<file path="config.mk">
export PLATFORM = sky130hd
export DESIGN_NAME = eoi_pend_tracker
export DESIGN_NICKNAME = d
export VERILOG_FILES = /design/src/rtl/pet_pkg.sv /design/src/rtl/pet_event.sv /design/src/rtl/pet_walk_fsm.sv /design/src/rtl/eoi_pend_tracker.sv
export SDC_FILE = /design/constraint.sdc
export NUM_CORES = 1
export LEC_CHECK = 0
export BUFFER_PORTS_ARGS = -buffer_cell sky130_fd_sc_hd__buf_2
export CAP_MARGIN = 25
export CORE_ASPECT_RATIO = 0.8
export CORE_MARGIN = 2
export CORE_UTILIZATION = 40
export CTS_BUF_LIST = sky130_fd_sc_hd__clkbuf_16
export DETAILED_ROUTE_END_ITERATION = 10
export GPL_TIMING_DRIVEN = 1
export HOLD_SLACK_MARGIN = 0.02
export PLACE_DENSITY = 0.66
export SLEW_MARGIN = 10
export SYNTH_ARGS = -nofsm -noshare
export SYNTH_HDL_FRONTEND = slang
export SYNTH_SLANG_ARGS = --single-unit
</file>
<file path="constraint.sdc">
create_clock -name clk -period 6.2 [get_ports clk]
set_input_delay 0.31 -clock clk [delete_from_list [all_inputs] [get_ports clk]]
set_output_delay 0.31 -clock clk [all_outputs]
set_load 0.1 [all_outputs]
</file>
<file path="src/rtl/pet_pkg.sv">
`timescale 1ns/1ps
package pet_pkg;
    typedef enum logic {
        ST_IDLE = 1'b0,
        ST_WALK = 1'b1
    } pet_state_e;
endpackage

</file>
<file path="src/rtl/pet_event.sv">
`timescale 1ns/1ps
// Per-cycle event update: acknowledgement, then delivery, then restore.
module pet_event #(
    parameter int NCPU  = 8,
    parameter int VEC_W = 8,
    parameter int CNT_W = 4,
    parameter int CPU_W = $clog2(NCPU)
) (
    input  logic [NCPU-1:0]            map_q,
    input  logic [CNT_W-1:0]           cnt_q,
    input  logic [NCPU-1:0][VEC_W-1:0] vec_q,
    input  logic                       dlv_valid,
    input  logic [NCPU-1:0]            dlv_dest,
    input  logic [VEC_W-1:0]           dlv_vec,
    input  logic [CNT_W:0]             dlv_res,
    input  logic                       eoi_valid,
    input  logic [CPU_W-1:0]           eoi_cpu,
    input  logic [VEC_W-1:0]           eoi_vec,
    input  logic                       rsto_valid,
    input  logic [CPU_W-1:0]           rsto_cpu,
    input  logic                       rsto_pend,
    input  logic [VEC_W-1:0]           line_vec,
    output logic [NCPU-1:0]            map_d,
    output logic [CNT_W-1:0]           cnt_d,
    output logic [NCPU-1:0][VEC_W-1:0] vec_d,
    output logic                       taken,
    output logic                       underflow
);
    localparam logic [CNT_W-1:0] CNT_MAX = {CNT_W{1'b1}};

    always_comb begin
        map_d     = map_q;
        cnt_d     = cnt_q;
        vec_d     = vec_q;
        taken     = 1'b0;
        underflow = 1'b0;

        // acknowledgement first
        if (eoi_valid && map_d[eoi_cpu] && (vec_d[eoi_cpu] == eoi_vec)) begin
            map_d[eoi_cpu] = 1'b0;
            if (cnt_d == '0) underflow = 1'b1;
            else             cnt_d = cnt_d - 1'b1;
        end

        // delivery sees the post-acknowledgement count
        if (dlv_valid && (cnt_d == '0)) begin
            taken = 1'b1;
            for (int i = 0; i < NCPU; i++) begin
                if (dlv_dest[i]) begin
                    map_d[i] = 1'b1;
                    vec_d[i] = dlv_vec;
                end
            end
            cnt_d = dlv_res[CNT_W] ? '0 : dlv_res[CNT_W-1:0];
        end

        // per-CPU restore last
        if (rsto_valid && (rsto_pend != map_d[rsto_cpu])) begin
            if (rsto_pend) begin
                map_d[rsto_cpu] = 1'b1;
                vec_d[rsto_cpu] = line_vec;
                if (cnt_d != CNT_MAX) cnt_d = cnt_d + 1'b1;
            end else begin
                map_d[rsto_cpu] = 1'b0;
                if (cnt_d == '0) underflow = 1'b1;
                else             cnt_d = cnt_d - 1'b1;
            end
        end
    end
endmodule

</file>
<file path="src/rtl/pet_walk_fsm.sv">
`timescale 1ns/1ps
// Rebuild controller: idles, or walks one CPU per cycle.
module pet_walk_fsm
    import pet_pkg::*;
#(
    parameter int NCPU  = 8,
    parameter int CPU_W = $clog2(NCPU)
) (
    input  logic             clk,
    input  logic             rst_n,
    input  logic             clr,
    input  logic             start,
    output pet_state_e       state,
    output logic [CPU_W-1:0] idx,
    output logic             busy,
    output logic             step
);
    localparam logic [CPU_W-1:0] LAST = CPU_W'(NCPU - 1);

    pet_state_e       state_nxt;
    logic [CPU_W-1:0] idx_nxt;

    always_ff @(posedge clk or negedge rst_n) begin
        if (!rst_n) begin
            state <= ST_IDLE;
            idx   <= '0;
        end else begin
            state <= state_nxt;
            idx   <= idx_nxt;
        end
    end

    always_comb begin
        state_nxt = state;
        idx_nxt   = idx;
        unique case (state)
            ST_IDLE: begin
                if (!clr && start) begin
                    state_nxt = ST_WALK;   // IDLE->WALK
                    idx_nxt   = '0;
                end
            end
            ST_WALK: begin
                if (clr || idx == LAST) begin
                    state_nxt = ST_IDLE;   // WALK->IDLE
                    idx_nxt   = '0;
                end else begin
                    idx_nxt   = idx + 1'b1; // WALK->WALK
                end
            end
            default: state_nxt = ST_IDLE;
        endcase
    end

    always_comb begin
        busy = (state == ST_WALK);
        step = busy && !clr;
    end
endmodule

</file>
<file path="src/rtl/eoi_pend_tracker.sv">
`timescale 1ns/1ps
module eoi_pend_tracker
    import pet_pkg::*;
#(
    parameter int NCPU  = 8,
    parameter int VEC_W = 8,
    parameter int CNT_W = 4,
    parameter int CPU_W = $clog2(NCPU)
) (
    input  logic              clk,
    input  logic              rst_n,
    input  logic              clr_i,
    input  logic              dlv_valid_i,
    input  logic [NCPU-1:0]   dlv_dest_i,
    input  logic [VEC_W-1:0]  dlv_vec_i,
    input  logic [CNT_W:0]    dlv_res_i,
    input  logic              eoi_valid_i,
    input  logic [CPU_W-1:0]  eoi_cpu_i,
    input  logic [VEC_W-1:0]  eoi_vec_i,
    input  logic              rsto_valid_i,
    input  logic [CPU_W-1:0]  rsto_cpu_i,
    input  logic              rsto_pend_i,
    input  logic              rebuild_i,
    input  logic [VEC_W-1:0]  line_vec_i,
    input  logic              walk_hit_i,
    input  logic              line_req_i,
    output logic              coalesced_o,
    output logic              dlv_taken_o,
    output logic [CPU_W-1:0]  walk_cpu_o,
    output logic              busy_o,
    output logic [NCPU-1:0]   pend_map_o,
    output logic [CNT_W-1:0]  pend_cnt_o
);
    localparam logic [CNT_W-1:0] CNT_MAX = {CNT_W{1'b1}};

    logic [NCPU-1:0]            map_q, map_d;
    logic [CNT_W-1:0]           cnt_q, cnt_d;
    logic [NCPU-1:0][VEC_W-1:0] vec_q, vec_d;
    logic                       ev_taken, ev_uf;
    logic                       ev_ok, start;
    logic                       busy, step;
    logic [CPU_W-1:0]           idx;
    pet_state_e                 state;

    pet_event #(.NCPU(NCPU), .VEC_W(VEC_W), .CNT_W(CNT_W), .CPU_W(CPU_W)) u_event (
        .map_q      (map_q),
        .cnt_q      (cnt_q),
        .vec_q      (vec_q),
        .dlv_valid  (dlv_valid_i),
        .dlv_dest   (dlv_dest_i),
        .dlv_vec    (dlv_vec_i),
        .dlv_res    (dlv_res_i),
        .eoi_valid  (eoi_valid_i),
        .eoi_cpu    (eoi_cpu_i),
        .eoi_vec    (eoi_vec_i),
        .rsto_valid (rsto_valid_i),
        .rsto_cpu   (rsto_cpu_i),
        .rsto_pend  (rsto_pend_i),
        .line_vec   (line_vec_i),
        .map_d      (map_d),
        .cnt_d      (cnt_d),
        .vec_d      (vec_d),
        .taken      (ev_taken),
        .underflow  (ev_uf)
    );

    // events count only in IDLE with no clear and no explicit rebuild
    always_comb begin
        ev_ok = (state == ST_IDLE) && !clr_i && !rebuild_i;
        start = rebuild_i || (ev_ok && ev_uf);
    end

    pet_walk_fsm #(.NCPU(NCPU), .CPU_W(CPU_W)) u_fsm (
        .clk   (clk),
        .rst_n (rst_n),
        .clr   (clr_i),
        .start (start),
        .state (state),
        .idx   (idx),
        .busy  (busy),
        .step  (step)
    );

    always_ff @(posedge clk or negedge rst_n) begin
        if (!rst_n) begin
            map_q <= '0;
            cnt_q <= '0;
            vec_q <= '0;
        end else if (clr_i) begin
            map_q <= '0;
            cnt_q <= '0;
        end else if (state == ST_IDLE) begin
            if (start) begin
                map_q <= '0;
                cnt_q <= '0;
            end else begin
                map_q <= map_d;
                cnt_q <= cnt_d;
                vec_q <= vec_d;
            end
        end else if (step && walk_hit_i) begin
            map_q[idx] <= 1'b1;
            vec_q[idx] <= line_vec_i;
            if (cnt_q != CNT_MAX) cnt_q <= cnt_q + 1'b1;
        end
    end

    always_comb begin
        coalesced_o = line_req_i && (busy || (cnt_q != '0));
        dlv_taken_o = ev_ok && ev_taken && !ev_uf;
        walk_cpu_o  = idx;
        busy_o      = busy;
        pend_map_o  = map_q;
        pend_cnt_o  = cnt_q;
    end
endmodule

</file>
# ---- Word level (Yosys, flattened, before mapping)
# Index checks and enable logic that the tools add are counted.
dict set report totals {
  register_bits 80
  in_bits 53
  out_inout_bits 18
  elab_cells 142
}
dict set report op_classes {
  add_sub_neg 5
  n_lt_le_gt_ge 6
  eq_ne 10
  n_mux 73
  bitwise_logic 8
  reduce_logical 28
}
# operator count
set op_table {}
lappend op_table {{$mux 64} 6}
lappend op_table {{$mux 8} 19}
lappend op_table {{$bwmux 64} 2}
lappend op_table {{$mux 4} 13}
lappend op_table {{$demux 8 s3} 2}
lappend op_table {{$bmux 8 s3} 1}
lappend op_table {{$mux 1} 21}
lappend op_table {{$and 8x8->8} 2}
lappend op_table {{$logic_and 1x1->1} 16}
lappend op_table {{$not 8->8} 2}
lappend op_table {{$or 8x8->8} 2}
lappend op_table {{$logic_not 4->1} 3}
lappend op_table {{$lt 3x4->1 const B} 3}
lappend op_table {{$demux 1 s3} 3}
lappend op_table {{$ge 3x1->1 const B} 3}
lappend op_table {{$add 4x1->4 const B} 2}
lappend op_table {{$eq 8x8->1} 1}
lappend op_table {{$ne 4x4->1 const B} 2}
lappend op_table {{$sub 4x1->4 const B} 2}
lappend op_table {{$bmux 1 s3} 2}
lappend op_table {{$mux 3} 2}
lappend op_table {{$ne 3x3->1 const B} 2}
lappend op_table {{$pmux 3 s2} 1}
lappend op_table {{$ne 2x2->1 const B} 2}
lappend op_table {{other kinds (11)} 16}

# ---- Longest topological paths before layout
# Gate-level depths: netlist (run 1).
dict set report depth {
  depth_word 19
  mapped_depth 22
  ltp_nobuf 17
}

# ---- By module
# Synthesis (run 1) repeated with hierarchy kept, for this count alone.
dict set report hier_totals {
  hier_cells 831
  hier_area_um2 7445.9
}
# mod n_inst cells_per_inst area_each_um2 seq_area_each_um2
set by_module_without_submodules {}
lappend by_module_without_submodules {eoi_pend_tracker 1 337 3804.9 1901.8}
lappend by_module_without_submodules {pet_event 1 476 3417.0 0.0}
lappend by_module_without_submodules {pet_walk_fsm 1 18 224.0 100.1}

# ---- Worst setup path after synthesis (run 1)
# Ideal clock, no wire load.
dict set report synth_path {
  kind {register to output}
  startpoint {register map_q[1], in the netlist pend_map_o[1]}
  endpoint {output port dlv_taken_o}
  t_arrival_ns 6.765
  t_required_ns 5.890
  slack_ns -0.875
  path_stages_with_launch 19
  n_path_buf 2
  cell_sequence {dfrtp_1 -> mux4_2 -> nand2_1 -> nand2_1 -> o211a_1 -> and4_1 -> buf_4 -> nand2_1 -> a21o_1 -> o41ai_1 -> inv_1 -> ha_1 -> inv_1 -> or2_2 -> nor3_1 -> nand4_1 -> nand4_1 -> buf_2 -> nor4_1}
}
dict set report synth_via {
  elab_chain_cells 15
  elab_cells_between_ends 32
}
# element line
set synth_rtl {}
lappend synth_rtl {{start, declared} eoi_pend_tracker.sv:36} ;# logic [NCPU-1:0] map_q, map_d;
lappend synth_rtl {{start signal, assigned} eoi_pend_tracker.sv:97} ;# map_q <= map_d;
lappend synth_rtl {{$bmux 1 s3} pet_event.sv:39} ;# if (eoi_valid && map_d[eoi_cpu] && (vec_d[eoi_cpu] == eoi_vec)) begin
lappend synth_rtl {{$mux 1 (not written as such)} pet_event.sv:39}
lappend synth_rtl {{$logic_and 1x1->1 (2 in series)} pet_event.sv:39}
lappend synth_rtl {{$mux 4} pet_event.sv:39}
lappend synth_rtl {{$logic_not 4->1} pet_event.sv:46} ;# if (dlv_valid && (cnt_d == '0)) begin
lappend synth_rtl {{$logic_and 1x1->1} pet_event.sv:46}
lappend synth_rtl {{$mux 8} pet_event.sv:46}
lappend synth_rtl {{$bmux 1 s3} pet_event.sv:58} ;# if (rsto_valid && (rsto_pend != map_d[rsto_cpu])) begin
lappend synth_rtl {{$mux 1 (not written as such)} pet_event.sv:58}
lappend synth_rtl {{$ne 1x1->1} pet_event.sv:58}
lappend synth_rtl {{$logic_and 1x1->1} pet_event.sv:58}
lappend synth_rtl {{$mux 1} pet_event.sv:58}
lappend synth_rtl {{$logic_not 1->1} eoi_pend_tracker.sv:110} ;# dlv_taken_o = ev_ok && ev_taken && !ev_uf;
lappend synth_rtl {{$logic_and 1x1->1 *} eoi_pend_tracker.sv:110}
lappend synth_rtl {{end, declared} eoi_pend_tracker.sv:28} ;# output logic dlv_taken_o,
# Every way passes the cells marked *; elsewhere a longest branch is shown, timed or not. The select of a mux whose other input is x is not followed.

# ---- Final worst setup path (run 1)
dict set report layout_path {
  startpoint {input port eoi_cpu_i[0]}
  endpoint {output port dlv_taken_o}
}
dict set report layout_via {
  elab_chain_cells 16
  elab_cells_between_ends 41
}
# element line
set layout_rtl {}
lappend layout_rtl {{start, declared} eoi_pend_tracker.sv:18} ;# input logic [CPU_W-1:0] eoi_cpu_i,
lappend layout_rtl {{$lt 3x4->1 (not written as such) / $ge 3x1->1 (equally long branches)} pet_event.sv:40} ;# map_d[eoi_cpu] = 1'b0;
lappend layout_rtl {{$logic_and 1x1->1 (not written as such)} pet_event.sv:40}
lappend layout_rtl {{$mux 1 (not written as such)} pet_event.sv:40}
lappend layout_rtl {{$demux 1 s3} n/a}
lappend layout_rtl {{$not 8->8 (no line)} n/a}
lappend layout_rtl {{$and 8x8->8 (no line)} n/a}
lappend layout_rtl {{$mux 8} pet_event.sv:39}
lappend layout_rtl {{$mux 1} pet_event.sv:49} ;# if (dlv_dest[i]) begin
lappend layout_rtl {{$mux 8} pet_event.sv:46}
lappend layout_rtl {{$bmux 1 s3} pet_event.sv:58}
lappend layout_rtl {{$mux 1 (not written as such)} pet_event.sv:58}
lappend layout_rtl {{$ne 1x1->1} pet_event.sv:58}
lappend layout_rtl {{$logic_and 1x1->1} pet_event.sv:58}
lappend layout_rtl {{$mux 1} pet_event.sv:58}
lappend layout_rtl {{$logic_not 1->1} eoi_pend_tracker.sv:110}
lappend layout_rtl {{$logic_and 1x1->1 *} eoi_pend_tracker.sv:110}
# Marked as above.

==> key figures, run 1 <==
Outcome
  • Outcome: finished clean

Placed design
  • Final RePlAce weighted congestion: roughly 0.99
  • I/O Buffers: 70
  • DP Wirelength: roughly 16000 um

Routing
  • Vias per inst: 6.61
  • DRC errors left: 0
  • Routed WL: 21900 um
  • Initial DRC Count: between 700 and 800
  • Detailed-route wire length per cell: about 25 um
  • Post-route ant nets: 0
  • DR vias: roughly 5800
  • Detailed Routing Iterations Pass 1: 5

Power and ir drop
  • VDD IR max: 0.000163 V
  • Overall power: between 2000 and 2500 uW
  • Lkg Pwr: 0.00291 uW
  • PwrDens: 326 nW/um^2

Cells and area
  • Nets: between 700 and 800
  • Area grow syn2layout: 11.7%
  • # fillers: about 1400
  • Diodes inserted: 0
  • Layout cells sized above 1: ~23%

Floorplanning
  • Cell Rows: 40
  • Die ar.: approximately 16000 sq um
  • Initial Util: 40.7%
  • Die Y: between 100 and 150 um
  • Core box area: about 15000 sq um
  • Ports: slightly above 70
  • Chip Width: around 140 um

Clock network
  • H-Tree Depth: 3
  • CTS Buf Count: 9
  • Clk buf depth: 2
  • Clock slew seen by the registers of the worst setup and hold paths: around 0.06 ns
  • Clk sinks: 80
  • TritonCTS clock tree: done
  • Clk root buf: clkbuf_16
  • Post-CTS resize count: 0
  • Worst skew pair latency: between 0.3 and 0.4 ns

Synth
  • Yosys top cell by area: dfrtp_1
  • Syn Inst Count: between 600 and 700
  • Largest family of logic cells by synthesized area: compound AO/OA/AOI/OAI gates
  • Area contributors post-synth: dfrtp_1 33%, a2bb2oi_1 5.2%, mux2i_1 5.1%
  • Simple-Gate Fraction of Synth Area: between 10% and 20%
  • Synth Area in Compound Gates: a little under a third
  • Syn nets: 699
  • Avg Cell Area, Syn: approximately 9.5 sq um
  • Post-synthesis cell area: between 6000 and 7000 sq um
  • Mux cell area share after synthesis: roughly 11%
  • EDFF count, synth: 0
  • Syn. warnings: 0
  • Area fraction of the dominant cell type after synthesis: 32.9%
  • Synth Area in Adders: between 1 and 1.5%
  • Top FF cell, synth: dfrtp_1
  • Synth Area in XOR/XNOR: around 1.3%
  • Seq cells post-synth: 80
  • Distinct cells, synth: 81
  • Register area share after synthesis: approximately a third
  • Fraction of registers with async set/reset: 100%

Timing
  • Worst hold slack: 0.250 ns
  • Clock skew: roughly 0.011 ns
  • Final setup vio count: 0
  • Measured slew at the worst slew-check pin: approximately 0.87 ns
  • RSZ-0062 raised after global routing: false
  • Final Cycle Share: between 80% and 90%
  • Final Max Slew Viols: 0
  • TNS Setup: 0 ns
  • Crit path time final: 5.49 ns
  • Hold Vio Cnt, Final: 0
  • Fmax: about 180 MHz
  • Max-slew headroom: 41.6%

GRT
  • Total grt overflow: 0
  • Largest net degree at the start of global routing: 81
  • Global Route met2 Usage: about two fifths
  • Vias in the first global route: between 5000 and 6000
  • GRT busiest layer: met1
  • Initial antenna violation count: 0
  • GRT Util Overall: a little over a quarter
  • First-pass GRT wire length: between 30000 and 40000 um
  • Met3 GRT Util: under 10%
  • Grt met1 use: 39.5%

Worst setup path
  • WP data required: roughly 5.9 ns
  • Worst setup EP type: output pin
  • CP Class: input port to output pin
  • Worst Path Arrival: 5.18 ns
  • CP Max Fanout: 30
  • Startpoint types: input port

Hold path
  • HP Class: input port to register

Job
  • Max_cap viols: 0
[through the flow]
step	util (%)	cells	cell area [sq um]	worst slack [ns]
3_3_place_gp	43.2	860	6470	0.969
6_report	45.4	877	6800	0.705
5_1_grt	45.4	877	6800	0.333
2_1_floorplan	-	640	6090	0.306
4_1_cts	45.2	875	6760	0.783
3_5_place_dp	43.2	860	6470	0.808
[cells in the mapped netlist, drive strengths merged (10+ instances only)]
cell	instances
o22ai	44
nand3	28
a22oi	16
clkbuf	15
mux2i	31
nand4	10
a2bb2oi	37
nand2	56
and3	10
inv	27
o2bb2ai	16
buf	29
nor2	39
mux2	23
nor3	15
a21oi	25
dfrtp	80
[repair_timing]
item,in CTS,in global routing
hold endpoints to repair,0,15
buffers inserted,0,0
hold buffers,0,1
[sequential cells by signal (all words and copies together) (netlist names)]
signal and cells:
vec_q 64, pend_map_o 8, pend_cnt_o 4, u_fsm.idx 3, u_fsm.busy 1
[report_power, final]
group	total [uW]	switching, uW	internal [uW]
registers	851	159	693
logic	831	483	348
clock network	534	226	308
total	2220	868	1350
[final timing paths]
check	endpoint	slack, ns	cells after the start	startpoint
worst max register to register	pend_cnt_o[1]	1.18	13	vec_q[16]
worst max-delay path	dlv_taken_o	0.71	20	eoi_cpu_i[0]
worst min register to register	vec_q[50]	0.49	1	vec_q[50]
max in group asynchronous	pend_cnt_o[3]	5.23	3	rst_n
worst min-delay path	u_fsm.busy	0.25	2	clr_i
min in group asynchronous	pend_map_o[1]	0.37	2	rst_n
[layout by cell type, fill, tap and decap left out, types with 4 or more instances in the layout]
| cell type | n |
|---|---|
| dfrtp_1 | 80 |
| buf_2 | 68 |
| nand2_1 | 55 |
| o22ai_1 | 44 |
| nor2_1 | 39 |
| a2bb2oi_1 | 36 |
| mux2i_1 | 31 |
| inv_1 | 27 |
| nand3_1 | 26 |
| a21oi_1 | 24 |
| mux2_2 | 20 |
| o2bb2ai_1 | 16 |
| nor3_1 | 13 |
| nand4_1 | 10 |
| a22oi_1 | 10 |
| nand2b_1 | 9 |
| and3_1 | 9 |
| o22a_1 | 9 |
| clkbuf_16 | 9 |
| a31oi_1 | 6 |
| o21ai_0 | 6 |
| ha_1 | 6 |
| buf_4 | 6 |
| nor2b_1 | 5 |
| xnor2_1 | 5 |
| and2_1 | 5 |
| a31o_2 | 5 |
| a22o_1 | 5 |
| mux4_2 | 4 |
| xor2_1 | 4 |
| a22oi_2 | 4 |
| or2_2 | 4 |
| a41o_1 | 4 |
| a211o_1 | 4 |
| o2bb2a_4 | 4 |
[worst max-delay path, stage by stage]
cell and delay (ns):
buf_2 0.62, nor2b_1 0.40, a22oi_1 0.14, and3_1 0.22
xnor2_1 0.13, nor3_2 0.66, nand2_1 0.34, a21o_1 0.33
o41ai_1 0.35, buf_4 0.19, inv_1 0.05, ha_1 0.18
inv_1 0.07, or2_2 0.12, nor3_1 0.06, nand4_1 0.12
nand4_1 0.10, buf_4 0.25, nor4_2 0.30, buf_12 0.23
[cell type report]
class / instances / area (sq um) / area share [%]
tap: 189 / 236 / 3.48
multi-input combinational: 489 / 3730 / 54.8
timing repair buffer: 77 / 443 / 6.52
clock inverter: 6 / 61.3 / 0.902
clock buffer: 9 / 225 / 3.31
sequential: 80 / 2000 / 29.5
inverter: 27 / 101 / 1.49
[kinds of logic after synthesis]
| kind of cell | count (synthesis) |
|---|---|
| flops | 80 |
| compound gates | 218 |
| mux | 58 |
| fa+ha+maj | 6 |
| simple gates | 198 |
| xor+xnor | 9 |
| buf+inv | 71 |
[per-layer routing]
layer | vias to the layer above | wire [um]
met5 | - | 0
met4 | 0 | 448
met3 | 39 | 2810
met2 | 352 | 9140
met1 | 2848 | 9540
li1 | 2557 | -
Power figures use the tool's default switching activity.
==> run 2: changes to the inputs <==
==> constraint.sdc (replaced) <==
create_clock -name clk -period 6.2 [get_ports clk]
set_input_delay 0.62 -clock clk [delete_from_list [all_inputs] [get_ports clk]]
set_output_delay 0.62 -clock clk [all_outputs]
set_load 0.1 [all_outputs]
==> key figures, run 2 (synthesized netlist as in run 1, its figures left out) <==
Timing
  • Hold Vio Cnt, Final: 0
  • Final Max Slew Viols: 0
  • Measured slew at the worst slew-check pin: 0.970 ns
  • Max-slew headroom: around 35%
  • Final Cycle Share: 91.7%
  • Clock skew: between 0.01 and 0.015 ns
  • Fmax: roughly 180 MHz
  • RSZ-0062 raised after global routing: false
  • TNS Setup: 0 ns
  • Crit path time final: approximately 5.7 ns
  • Final setup vio count: 0

Power and ir drop
  • Switching power: ~900 uW
  • Clock power frac: a little over a quarter
  • PwrDens: ~340 nW/um^2
  • P_int: roughly 1400 uW
  • Lkg Pwr: 0.00292 uW
  • Sequential cell fraction of total power: 37.1%
  • Switching Fraction: 38.8%
  • VDD IR max: between 0.00015 and 0.0002 V
  • Part of the power in combinational logic: between 30% and 40%

Worst setup path
  • Worst setup EP type: output pin
  • WP data required: approximately 5.6 ns
  • FF-to-FF setup slack: approximately 1.4 ns
  • Startpoint types: input port
  • RR Startpoint: pend_map_o[3]
  • R2R cell count: 19
  • CP Class: input port to output pin
  • R2R Path End: vec_q[30]
  • CP Max Fanout: 30
  • Worst Path Arrival: between 5 and 6 ns

Cells and area
  • Most frequent cells in the layout: 80 x dfrtp_1, 68 x buf_2, 55 x nand2_1, 44 x o22ai_1, 39 x nor2_1
  • Biggest register: vec_q
  • Layout cells sized above 1: a little under a quarter
  • Diodes inserted: 0
  • Commonest non-fill, non-tap cell in the layout: dfrtp_1
  • Fin util: 45.7%
  • Max reg flops: 64
  • Area grow syn2layout: 12.3%
  • Nets: between 700 and 800
  • # fillers: 1416

Clock network
  • Clk root buf: clkbuf_16
  • Clk buf depth: 2
  • Clk sinks: 80
  • Clock slew seen by the registers of the worst setup and hold paths: approximately 0.07 ns
  • Setup Fix Bufs, Post-CTS: 0
  • CTS Buf Count: 9
  • Hold_buf cts: 0
  • H-Tree Depth: 3
  • TritonCTS clock tree: done
  • Post-CTS resize count: 0
  • Worst skew pair latency: ~0.36 ns

Placed design
  • DP Wirelength: 16500 um
  • I/O Buffers: 70
  • Final RePlAce weighted congestion: between 1 and 1.5

GRT
  • Vias in the first global route: 5549
  • Largest net degree at the start of global routing: 81
  • First-pass GRT wire length: 33600 um
  • GRT Util Overall: 27.5%
  • Total grt overflow: 0
  • Initial antenna violation count: 0

Routing
  • DR vias: 5865
  • Routed WL: around 22000 um
  • Vias per inst: between 6 and 7
  • Detailed Routing Iterations Pass 1: 6
  • Post-route ant nets: 0
  • Initial DRC Count: between 800 and 900
  • Detailed-route wire length per cell: around 25 um
  • DRC errors left: 0

Floorplanning
  • Core box area: between 10000 and 15000 sq um
  • Chip Width: around 140 um
  • Initial Util: 40.7%
  • Ports: just over 70
  • Cell Rows: 40
  • Die Y: between 100 and 150 um
  • Die ar.: 16200 sq um

Hold path
  • HP Class: input port to asynchronous set/reset pin

Job
  • Max_cap viols: 0

Outcome
  • Outcome: finished clean
## run 2: worst max-delay path, stage by stage
cell and delay, ns:
buf_2 0.62, nor2_1 0.26, a22oi_1 0.29, and3_1 0.20
o22a_1 0.15, and4_1 0.50, nand2_1 0.25, a21o_1 0.31
o41ai_1 0.37, buf_4 0.20, inv_1 0.04, ha_1 0.19
inv_1 0.08, or2_2 0.13, nor3_1 0.06, nand4_1 0.13
nand4_1 0.18, nor4_4 0.27, buf_12 0.22
## run 2: worst max path at each step
stage,startpoint,end,slack (ns)
3_3_place_gp,eoi_cpu_i[0],dlv_taken_o,0.72
2_1_floorplan,pend_map_o[1],dlv_taken_o,0.62
6_report,eoi_cpu_i[0],dlv_taken_o,0.52
4_1_cts,eoi_cpu_i[0],dlv_taken_o,0.59
5_1_grt,eoi_cpu_i[0],dlv_taken_o,0.15
3_5_place_dp,eoi_cpu_i[0],dlv_taken_o,0.59
## run 2: through the flow
stage / total power (uW) / area, sq um / hold slack [ns] / setup slack, ns / instances
CTS: 2270 / 6810 / 0.485 / 0.595 / 875
global placement: 1640 / 6470 / 0.468 / 0.721 / 859
detailed placement: 1660 / 6470 / 0.471 / 0.595 / 859
finish: 2290 / 6830 / 0.121 / 0.515 / 876
global route: 2390 / 6830 / 0.133 / 0.147 / 876
floorplan: 1420 / 6100 / 0.324 / 0.625 / 640
## run 2: cell type report
type	instances	area (sq um)	area share, %
clock buffer	9	225	3.30
multi-input combinational	489	3730	54.7
inverter	27	101	1.48
tap	189	236	3.46
clock inverter	7	108	1.57
timing repair buffer	75	425	6.23
sequential	80	2000	29.3
## run 2: power groups by stage
stage / clock, uW / combinational (uW) / sequential (uW)
floorplan: 0 / 568 / 847
global placement: 0 / 799 / 841
detailed placement: 0 / 816 / 843
CTS: 618 / 820 / 837
global route: 639 / 890 / 862
finish: 608 / 834 / 849
## run 2: routing by layer
layer	track usage [%]	part of all wire [%]
met5	0	0
met3	7.24	12
met4	6.80	1.9
met1	41.0	44
met2	39.6	42
